<file path="config.mk">
export PLATFORM = sky130hd
export DESIGN_NAME = line_clean_seq
export DESIGN_NICKNAME = d
export VERILOG_FILES = /design/src/rtl/lcs_pkg.sv /design/src/rtl/lcs_range_calc.sv /design/src/rtl/lcs_walker.sv /design/src/rtl/lcs_ctrl.sv /design/src/rtl/line_clean_seq.sv
export SDC_FILE = /design/constraint.sdc
export NUM_CORES = 1
export LEC_CHECK = 0
export ABC_AREA = 1
export BUFFER_PORTS_ARGS = -buffer_cell sky130_fd_sc_hd__buf_4
export CORE_MARGIN = 1
export CORE_UTILIZATION = 55
export CTS_CLUSTER_SIZE = 8
export DETAILED_ROUTE_END_ITERATION = 6
export GPL_TIMING_DRIVEN = 1
export PLACE_DENSITY = 0.84
export SYNTH_ARGS = -nofsm -noshare
export SYNTH_HDL_FRONTEND = slang
export SYNTH_SLANG_ARGS = --single-unit
</file>
<file path="constraint.sdc">
create_clock -name clk -period 4.55 [get_ports clk]
set_input_delay 0.91 -clock clk [delete_from_list [all_inputs] [get_ports clk]]
set_output_delay 0.91 -clock clk [all_outputs]
set_load 0.1 [all_outputs]
</file>
<file path="src/rtl/lcs_pkg.sv">
package lcs_pkg;
  typedef enum logic [2:0] {
    ST_IDLE,
    ST_OPEN,
    ST_WALK,
    ST_CLOSE,
    ST_FIN
  } lcs_state_e;
endpackage

</file>
<file path="src/rtl/lcs_range_calc.sv">
// Aligns the start, derives the line count and validates the size pair.
module lcs_range_calc #(
  parameter int AW     = 32,
  parameter int LGW    = 4,
  parameter int LBW    = 9,
  parameter int MIN_LG = 4,
  parameter int MAX_LG = 8
) (
  input  logic [AW-1:0]  lo,
  input  logic [AW-1:0]  hi,
  input  logic [LGW-1:0] lg,
  input  logic [LBW-1:0] lb,
  output logic [AW-1:0]  base,
  output logic [AW:0]    lines,
  output logic           cfg_bad
);
  logic [AW-1:0]  mask;
  logic [LBW-1:0] pow;
  logic [AW:0]    span;

  always_comb begin
    for (int i = 0; i < AW; i++) mask[i] = (i < int'(lg));
    for (int j = 0; j < LBW; j++) pow[j] = (int'(lg) == j);
  end

  assign base    = lo & ~mask;
  // extra top bit keeps the rounded-up length from overflowing
  assign span    = {1'b0, hi} - {1'b0, base} + {1'b0, mask};
  assign lines   = (hi < base) ? '0 : (span >> lg);
  assign cfg_bad = (int'(lg) < MIN_LG) || (int'(lg) > MAX_LG) || (lb != pow);
endmodule

</file>
<file path="src/rtl/lcs_walker.sv">
// Holds the current line address and the number of lines left.
module lcs_walker #(
  parameter int AW  = 32,
  parameter int LBW = 9,
  localparam int CW = AW + 1
) (
  input  logic           clk,
  input  logic           rst_n,
  input  logic           load,
  input  logic [AW-1:0]  base,
  input  logic [CW-1:0]  lines,
  input  logic [LBW-1:0] step_bytes,
  input  logic           adv,
  output logic [AW-1:0]  addr,
  output logic           last
);
  logic [AW-1:0] addr_q, step_q;
  logic [CW-1:0] left_q;

  always_ff @(posedge clk) begin
    if (!rst_n) begin
      addr_q <= '0;
      step_q <= '0;
      left_q <= '0;
    end else if (load) begin
      addr_q <= base;
      step_q <= {{(AW-LBW){1'b0}}, step_bytes};
      left_q <= lines;
    end else if (adv) begin
      addr_q <= addr_q + step_q;
      left_q <= left_q - 1'b1;
    end
  end

  assign addr = addr_q;
  assign last = (left_q == {{(CW-1){1'b0}}, 1'b1});
endmodule

</file>
<file path="src/rtl/lcs_ctrl.sv">
// Sequencing: open barrier, per-line loop, close barrier, completion.
module lcs_ctrl
  import lcs_pkg::*;
(
  input  logic clk,
  input  logic rst_n,
  input  logic go,
  input  logic lines_zero,
  input  logic cfg_bad,
  input  logic last,
  input  logic cl_ready,
  input  logic bar_ready,
  output logic load,
  output logic adv,
  output logic cl_valid,
  output logic bar_valid,
  output logic xlat_off,
  output logic busy,
  output logic done,
  output logic err
);
  lcs_state_e state_q, state_d;
  logic       err_q;
  logic       take;

  assign take = go && (state_q == ST_IDLE);

  always_comb begin
    state_d = state_q;
    unique case (state_q)
      ST_IDLE:  if (take) state_d = (cfg_bad || lines_zero) ? ST_FIN : ST_OPEN;
      ST_OPEN:  if (bar_ready) state_d = ST_WALK;
      ST_WALK:  if (cl_ready && last) state_d = ST_CLOSE;
      ST_CLOSE: if (bar_ready) state_d = ST_FIN;
      ST_FIN:   state_d = ST_IDLE;
      default:  state_d = ST_IDLE;
    endcase
  end

  always_ff @(posedge clk) begin
    if (!rst_n) begin
      state_q <= ST_IDLE;
      err_q   <= 1'b0;
    end else begin
      state_q <= state_d;
      if (take) err_q <= cfg_bad;
    end
  end

  assign load      = take;
  assign cl_valid  = (state_q == ST_WALK);
  assign adv       = cl_valid && cl_ready;
  assign bar_valid = (state_q == ST_OPEN) || (state_q == ST_CLOSE);
  assign xlat_off  = bar_valid || cl_valid;
  assign busy      = (state_q != ST_IDLE);
  assign done      = (state_q == ST_FIN);
  assign err       = err_q;
endmodule

</file>
<file path="src/rtl/line_clean_seq.sv">
module line_clean_seq #(
  parameter int AW     = 32,
  parameter int MIN_LG = 4,
  parameter int MAX_LG = 8,
  localparam int LBW   = MAX_LG + 1,
  localparam int LGW   = $clog2(MAX_LG + 1)
) (
  input  logic           clk,
  input  logic           rst_n,
  input  logic           go,
  input  logic [AW-1:0]  range_lo,
  input  logic [AW-1:0]  range_hi,
  input  logic [LGW-1:0] line_lg2,
  input  logic [LBW-1:0] line_bytes,
  output logic           busy,
  output logic           done,
  output logic           err,
  output logic           xlat_off,
  output logic           bar_valid,
  input  logic           bar_ready,
  output logic           cl_valid,
  input  logic           cl_ready,
  output logic [AW-1:0]  cl_addr
);
  logic [AW-1:0] base;
  logic [AW:0]   lines;
  logic          cfg_bad, load, adv, last;

  lcs_range_calc #(.AW(AW), .LGW(LGW), .LBW(LBW), .MIN_LG(MIN_LG), .MAX_LG(MAX_LG)) u_calc (
    .lo(range_lo), .hi(range_hi), .lg(line_lg2), .lb(line_bytes),
    .base(base), .lines(lines), .cfg_bad(cfg_bad)
  );

  lcs_walker #(.AW(AW), .LBW(LBW)) u_walk (
    .clk(clk), .rst_n(rst_n), .load(load), .base(base), .lines(lines),
    .step_bytes(line_bytes), .adv(adv), .addr(cl_addr), .last(last)
  );

  lcs_ctrl u_ctrl (
    .clk(clk), .rst_n(rst_n), .go(go), .lines_zero(lines == '0),
    .cfg_bad(cfg_bad), .last(last), .cl_ready(cl_ready), .bar_ready(bar_ready),
    .load(load), .adv(adv), .cl_valid(cl_valid), .bar_valid(bar_valid),
    .xlat_off(xlat_off), .busy(busy), .done(done), .err(err)
  );
endmodule

</file>
Word-level counts from Yosys, hierarchy flattened
Cells that the tools add are included.
{"block": "word_totals", "romBits": 0, "in_bits": 82, "out_inout_bits": 38, "ff_bits": 78, "memories": 0, "elab_cells": 73, "latch_bits": 0, "ram_bits": 0}
{"block": "classes", "eq_ne": 18, "div_mod_pow": 0, "n_addsub": 4, "order_cmp": 18, "muxes": 11, "n_reduce_logical": 14, "multipliers": 0, "n_shift": 1, "n_bitwise": 2}
{"operator": "$mux 33", "count": 3}
{"operator": "$mux 32", "count": 2}
{"operator": "$add 33x15->33", "count": 1}
{"operator": "$eq 33x1->1 const B", "count": 1}
{"operator": "$logic_not 33->1", "count": 1}
{"operator": "$shr 33x4->33", "count": 1}
{"operator": "$sub 32x32->33", "count": 1}
{"operator": "$sub 33x1->33 const B", "count": 1}
{"operator": "$add 32x9->32", "count": 1}
{"operator": "$and 32x32->32", "count": 1}
{"operator": "$lt 32x32->1", "count": 1}
{"operator": "$not 15->32", "count": 1}
{"operator": "$lt 4x4->1 const A", "count": 7}
{"operator": "$eq 4x4->1 const B", "count": 5}
{"operator": "$lt 3x4->1 const A", "count": 4}
{"operator": "$mux 3", "count": 5}
{"operator": "$pmux 3 s4", "count": 1}
{"operator": "$ne 9x9->1", "count": 1}
{"operator": "$eq 4x3->1 const B", "count": 2}
{"operator": "$lt 1x4->1 const A", "count": 2}
{"operator": "$lt 2x4->1 const A", "count": 2}
{"operator": "$ne 2x2->1 const B", "count": 4}
{"operator": "$eq 3x2->1 const B", "count": 2}
{"operator": "$logic_or 1x1->1", "count": 5}
{"operator": "11 further kinds", "count": 13}

Logic depth before layout (Yosys ltp)
{"block": "logic_depth", "ltp_word": 12, "depth_mapped": 39, "ltp_nobuf": 38}

Cells and area by module
Synthesis repeated with hierarchy kept, for this count alone.
{"block": "hier_totals", "cells_unflattened": 2047, "hier_area_um2": 11624.9}
{"mod": "lcs_range_calc", "seq_area_each_um2": 0.0, "n_inst": 1, "cells_each": 1176, "area_per_inst_um2": 6059.6}
{"mod": "lcs_walker", "seq_area_each_um2": 1481.4, "n_inst": 1, "cells_each": 794, "area_per_inst_um2": 5167.5}
{"mod": "lcs_ctrl", "seq_area_each_um2": 80.1, "n_inst": 1, "cells_each": 46, "area_per_inst_um2": 274.0}
{"mod": "line_clean_seq", "seq_area_each_um2": 0.0, "n_inst": 1, "cells_each": 31, "area_per_inst_um2": 123.9}

Worst setup path after synthesis
Ideal clock, no wire load.
{"block": "synth_path", "path_kind": "input to register", "from": "input line_lg2[2]", "to": "register u_ctrl.state_q[0]", "setup_ns": 0.132, "arrival_ns": 4.464, "setup_slack_ns": -0.047, "path_buffers": 3, "required_time_ns": 4.418, "path_stages": 33, "path_cell_list": "buf_4 > inv_1 > clkbuf_1 > clkbuf_1 > nand3_1 > nand2_1 > nand2_1 > inv_1 > fa_1 > inv_1 > ha_1 > nand2_1 > inv_1 > nand2_1 > nand2_1 > a21oi_1 > nand2_1 > nand2_1 > nand3_1 > nand3_1 > nand3_1 > nand3_1 > nand3_1 > nand3_1 > nand2_1 > nor2_1 > nand2_1 > nor2_1 > nand2_1 > nand2_1 > nand2_1 > nand2_1 > a21oi_1"}
{"block": "synth_between", "elab_chain_len": 12, "elab_cells_between_ends": 41, "classes_between": "2 x add/sub; 18 x order compare; 9 x eq/ne; 1 x shift; 4 x mux; 2 x bitwise; 5 x reduce/logical"}
{"element": "start, declared", "line": "line_clean_seq.sv:13", "rtl": "input logic [LGW-1:0] line_lg2,"}
{"element": "$lt 1x4->1, or another cell as far along", "line": "lcs_range_calc.sv:22", "rtl": "for (int i = 0; i < AW; i++) mask[i] = (i < int'(lg));"}
{"element": "$not 15->32", "line": "lcs_range_calc.sv:26", "rtl": "assign base = lo & ~mask;"}
{"element": "$and 32x32->32", "line": "lcs_range_calc.sv:26"}
{"element": "$sub 32x32->33", "line": "lcs_range_calc.sv:28", "rtl": "assign span = {1'b0, hi} - {1'b0, base} + {1'b0, mask};"}
{"element": "$add 33x15->33", "line": "lcs_range_calc.sv:28"}
{"element": "$shr 33x4->33", "line": "lcs_range_calc.sv:29", "rtl": "assign lines = (hi < base) ? '0 : (span >> lg);"}
{"element": "$mux 33", "line": "lcs_range_calc.sv:29"}
{"element": "$logic_not 33->1", "line": "line_clean_seq.sv:40", "rtl": ".clk(clk), .rst_n(rst_n), .go(go), .lines_zero(lines == '0),"}
{"element": "$logic_or 1x1->1 *", "line": "lcs_ctrl.sv:31", "rtl": "ST_IDLE: if (take) state_d = (cfg_bad || lines_zero) ? ST_FIN : ST_OPEN;"}
{"element": "$mux 3 * (2 in a row)", "line": "lcs_ctrl.sv:31"}
{"element": "$pmux 3 s4 *", "line": "lcs_ctrl.sv:30", "rtl": "unique case (state_q)"}
{"element": "end signal, assigned", "line": "lcs_ctrl.sv:45", "rtl": "state_q <= state_d;"}
{"element": "end, declared", "line": "lcs_ctrl.sv:22", "rtl": "lcs_state_e state_q, state_d;"}
Every way passes the cells marked *; elsewhere a longest branch is shown, timed or not. The select of a mux whose other input is x is not followed.
A chain may end at the register's enable or synchronous reset.

Final worst setup path
{"block": "layout_path", "from": "input line_lg2[0]", "to": "register u_ctrl.state_q[0]"}
Same word-level chain as after synthesis.

==> out/results.ini <==
[synth]
syn_inst = 1887
ys_top_cells_by_area = nand2_1 (19%), dfxtp_1 (15%), nand3_1 (13%), inv_1 (11%), ha_1 (8.6%)
ys_async_sr_fraction_pct = 0
synth_area_um2 = 10700
ys_ff_latch = 78
yosys.area.top_type = nand2_1
synth_nets = 2066
synthFlopType = dfxtp_1
yosys_warnings = 0
syn_area_per_cell_um2 = 5.70
ys_types = 56
synthDominantCellAreaShare_pct = 19.1
synth_sequential_area_ratio_pct = 14.5
synth_edf_count = 0

[sta]
finalCriticalPeriod_ns = 4.46
final_max_slew_viol_count = 0
worstMarginPinSlew_ns = 0.941
setup_tns_ns = 0
timing.hold.ws_ns = 0.473
setup_viol = 0
relSlewSlack_pct = 37.1
finClkSkew_ns = 0.0108
finalCritPeriodShare_pct = 97.9
fmax_mhz = 224
hold_viol = 0

[routing]
vias_per_cell = 5.74
drc = 1
route.met2.wl_um = 18600
wl_met1_um = 15600
ant_nets = 0
drtIter0Drc = 1401
routed.top_layer = met4
routedWlPerCell_um = 16.6
dr_wl_met3_um = 3060
drt-pass1-iter-count = 7
via_count = 13500
wl_um = 39200

[floorplan]
ios = 120
die_h_um = 142
start_util_pct = 56.7
die-width_um = 142
core-area_um2 = 19000
die_area_um2 = 20100
std_cell_rows = 50

[clock_tree]
cts_hold_buf = 0
clock-sinks = 78
htreeDepth = 3
cts_tree = done
cts_made_buffers = 9
cts.reportedPaths.clkPinSlew_ns = 0.06
clk_root_buffer_cell = clkbuf_16
clockBufferDepth = 2
clock_latency_ns = 0.35

[worst_setup_path]
worstPathRequired_ns = 4.77
crit_top_cell = nand2_1
worstPathArrival_ns = 4.67
cp-end-kind = flop
cp_max_fo = 4
cpMaxStageDelayCell = fa_1
path_class = in2reg
r2r_cells = 18
start_kind = primary input
timing.critical_path.slowest_cell_delay_ns = 0.45

[finish]
nets = 2273
antenna_cells = 0
fin_cells = 2359
fillers = 1542
design_area_um2 = 14400
drive_above_1_share_pct = 27.0
area_growth_pct = 33.8

[pwr]
p_per_area_nw_per_um2 = 275
power.leakage_nw = 7.34
power_mw = 3.96
peakVddDrop_uv = 202

[grt]
antenna_found_initial = 0
grt_overflow = 0
grt_start_max_net_pins = 55
grt_pass1_vias = 12400
grt_pass1_wl_um = 59000
grt_use_total_pct = 36.8

[placed_design]
place_congestion = 1.01
dpl.cell_count = 2327
place_area_um2 = 12600
place_hpwl_um = 29200
numPortBuffers = 119

[worst_hold_path]
hold_depth = 2
min_path_type = reg2reg

[run_status]
violations = DRC
status = finished, violations left

[job]
maxCapViolations = 0

-- what timing repair did --
| action | 4_1_cts | 5_1_grt |
|---|---|---|
| buffers inserted | 0 | 16 |
| setup endpoints to repair | 2 | 15 |
| endpoints found under the hold margin | 0 | 0 |
| pin swaps | 1 | 106 |
| cloned | 0 | 0 |
| gates resized for setup | 20 | 308 |
-- synth_stat cells (8+ instances only) --
library cell / n
nor3_1: 21
dfxtp_1: 78
a21oi_1: 78
inv_2: 9
nor2_1: 155
buf_1: 17
nand2_1: 546
a221oi_1: 8
nor4_1: 10
nand3_1: 275
a31oi_1: 28
o21a_1: 16
fa_1: 23
o21ai_0: 55
ha_1: 74
clkbuf_1: 30
nand4_1: 30
xnor2_1: 14
xor2_1: 21
inv_1: 306
nand3b_1: 10
-- layout make-up --
type                       count  area [um2]  share of cell area, %
multi-input combinational   1432        9030                   62.8
clock buffer                  10         239                   1.66
clock inverter                 6        61.3                  0.426
tap                          260         325                   2.26
inverter                     317        1200                   8.33
timing repair buffer         256        1970                   13.7
sequential                    78        1560                   10.9
-- final timing paths --
kind                         start           endpoint  slack [ns]
setup / recovery       line_lg2[0]  u_ctrl.state_q[0]        0.09
hold / removal    u_walk.step_q[7]   u_walk.step_q[7]        0.47
setup reg to reg    u_walk.addr[0]    u_walk.addr[24]        1.37
hold reg to reg   u_walk.step_q[7]   u_walk.step_q[7]        0.47
-- state kept, by name, indices dropped and copies added (netlist names) --
name	cells
u_walk.addr	32
u_ctrl.err	1
u_ctrl.state_q	3
u_walk.left_q	33
u_walk.step_q	9
-- worst max-delay path, delay by kind of cell --
| kind | cells | cell delay (ns) |
|---|---|---|
| simple gates | 23 | 2.44 |
| buf+inv | 6 | 0.56 |
| fa+ha+maj | 2 | 0.69 |
| compound gates | 1 | 0.06 |
-- power by group --
part	switching (mW)	internal (mW)	leakage, nW
Combinational	1.55	0.879	6.55
Sequential	0.0562	0.732	0.639
Clock	0.305	0.438	0.148
-- cell families after synthesis --
family | count (synthesis) | synth area share, %
compound gates | 222 | 12.3
xor+xnor | 35 | 2.85
fa+ha+maj | 97 | 12.9
buf+inv | 377 | 13.6
flops | 78 | 14.5
mux | 1 | 0.0931
simple gates | 1077 | 43.8
-- layout by cell type (no fill, tap or decap), types with 7 or more instances in the layout --
cell type  Yosys  routed
inv_1        306     282
buf_4          3     250
nor2_1       155     141
nor2_2         7      11
dfxtp_1       78      78
ha_1          74      62
nand2_4        1      17
a31oi_1       28      28
a221oi_1       8       8
o21a_1        16      16
nand2_1      546     461
nand3_2        2      83
nor2_4         1      11
o21ai_0       55      50
nor3_1        21      18
nand3_4        0      21
a21oi_2        1       8
nor4_1        10      10
nor3_2         5       7
o21bai_1       7       7
clkbuf_16      0       9
nand3_1      275     173
nand3b_1      10      10
nand4_1       30      30
fa_1          23      22
a21oi_1       78      70
inv_2          9      31
xnor2_1       14      12
ha_4           0      11
xor2_1        21      21
nand2_2        1      70
-- layer usage --
layer | vias to the layer above | GRT usage [%]
li1 | 6525 | -
met1 | 6239 | 45.5
met2 | 645 | 63.7
met3 | 131 | 5.26
met4 | 0 | 15.0
met5 | - | 0
-- through the flow --
stage	utilization [%]	setup slack, ns
4_1_cts	68.5	0.0108
3_3_place_gp	66.5	-0.601
5_1_grt	75.8	-0.161
6_report	75.8	0.0949
2_1_floorplan	-	0.0414
3_5_place_dp	66.5	-0.620
Power figures use the tool's default switching activity.
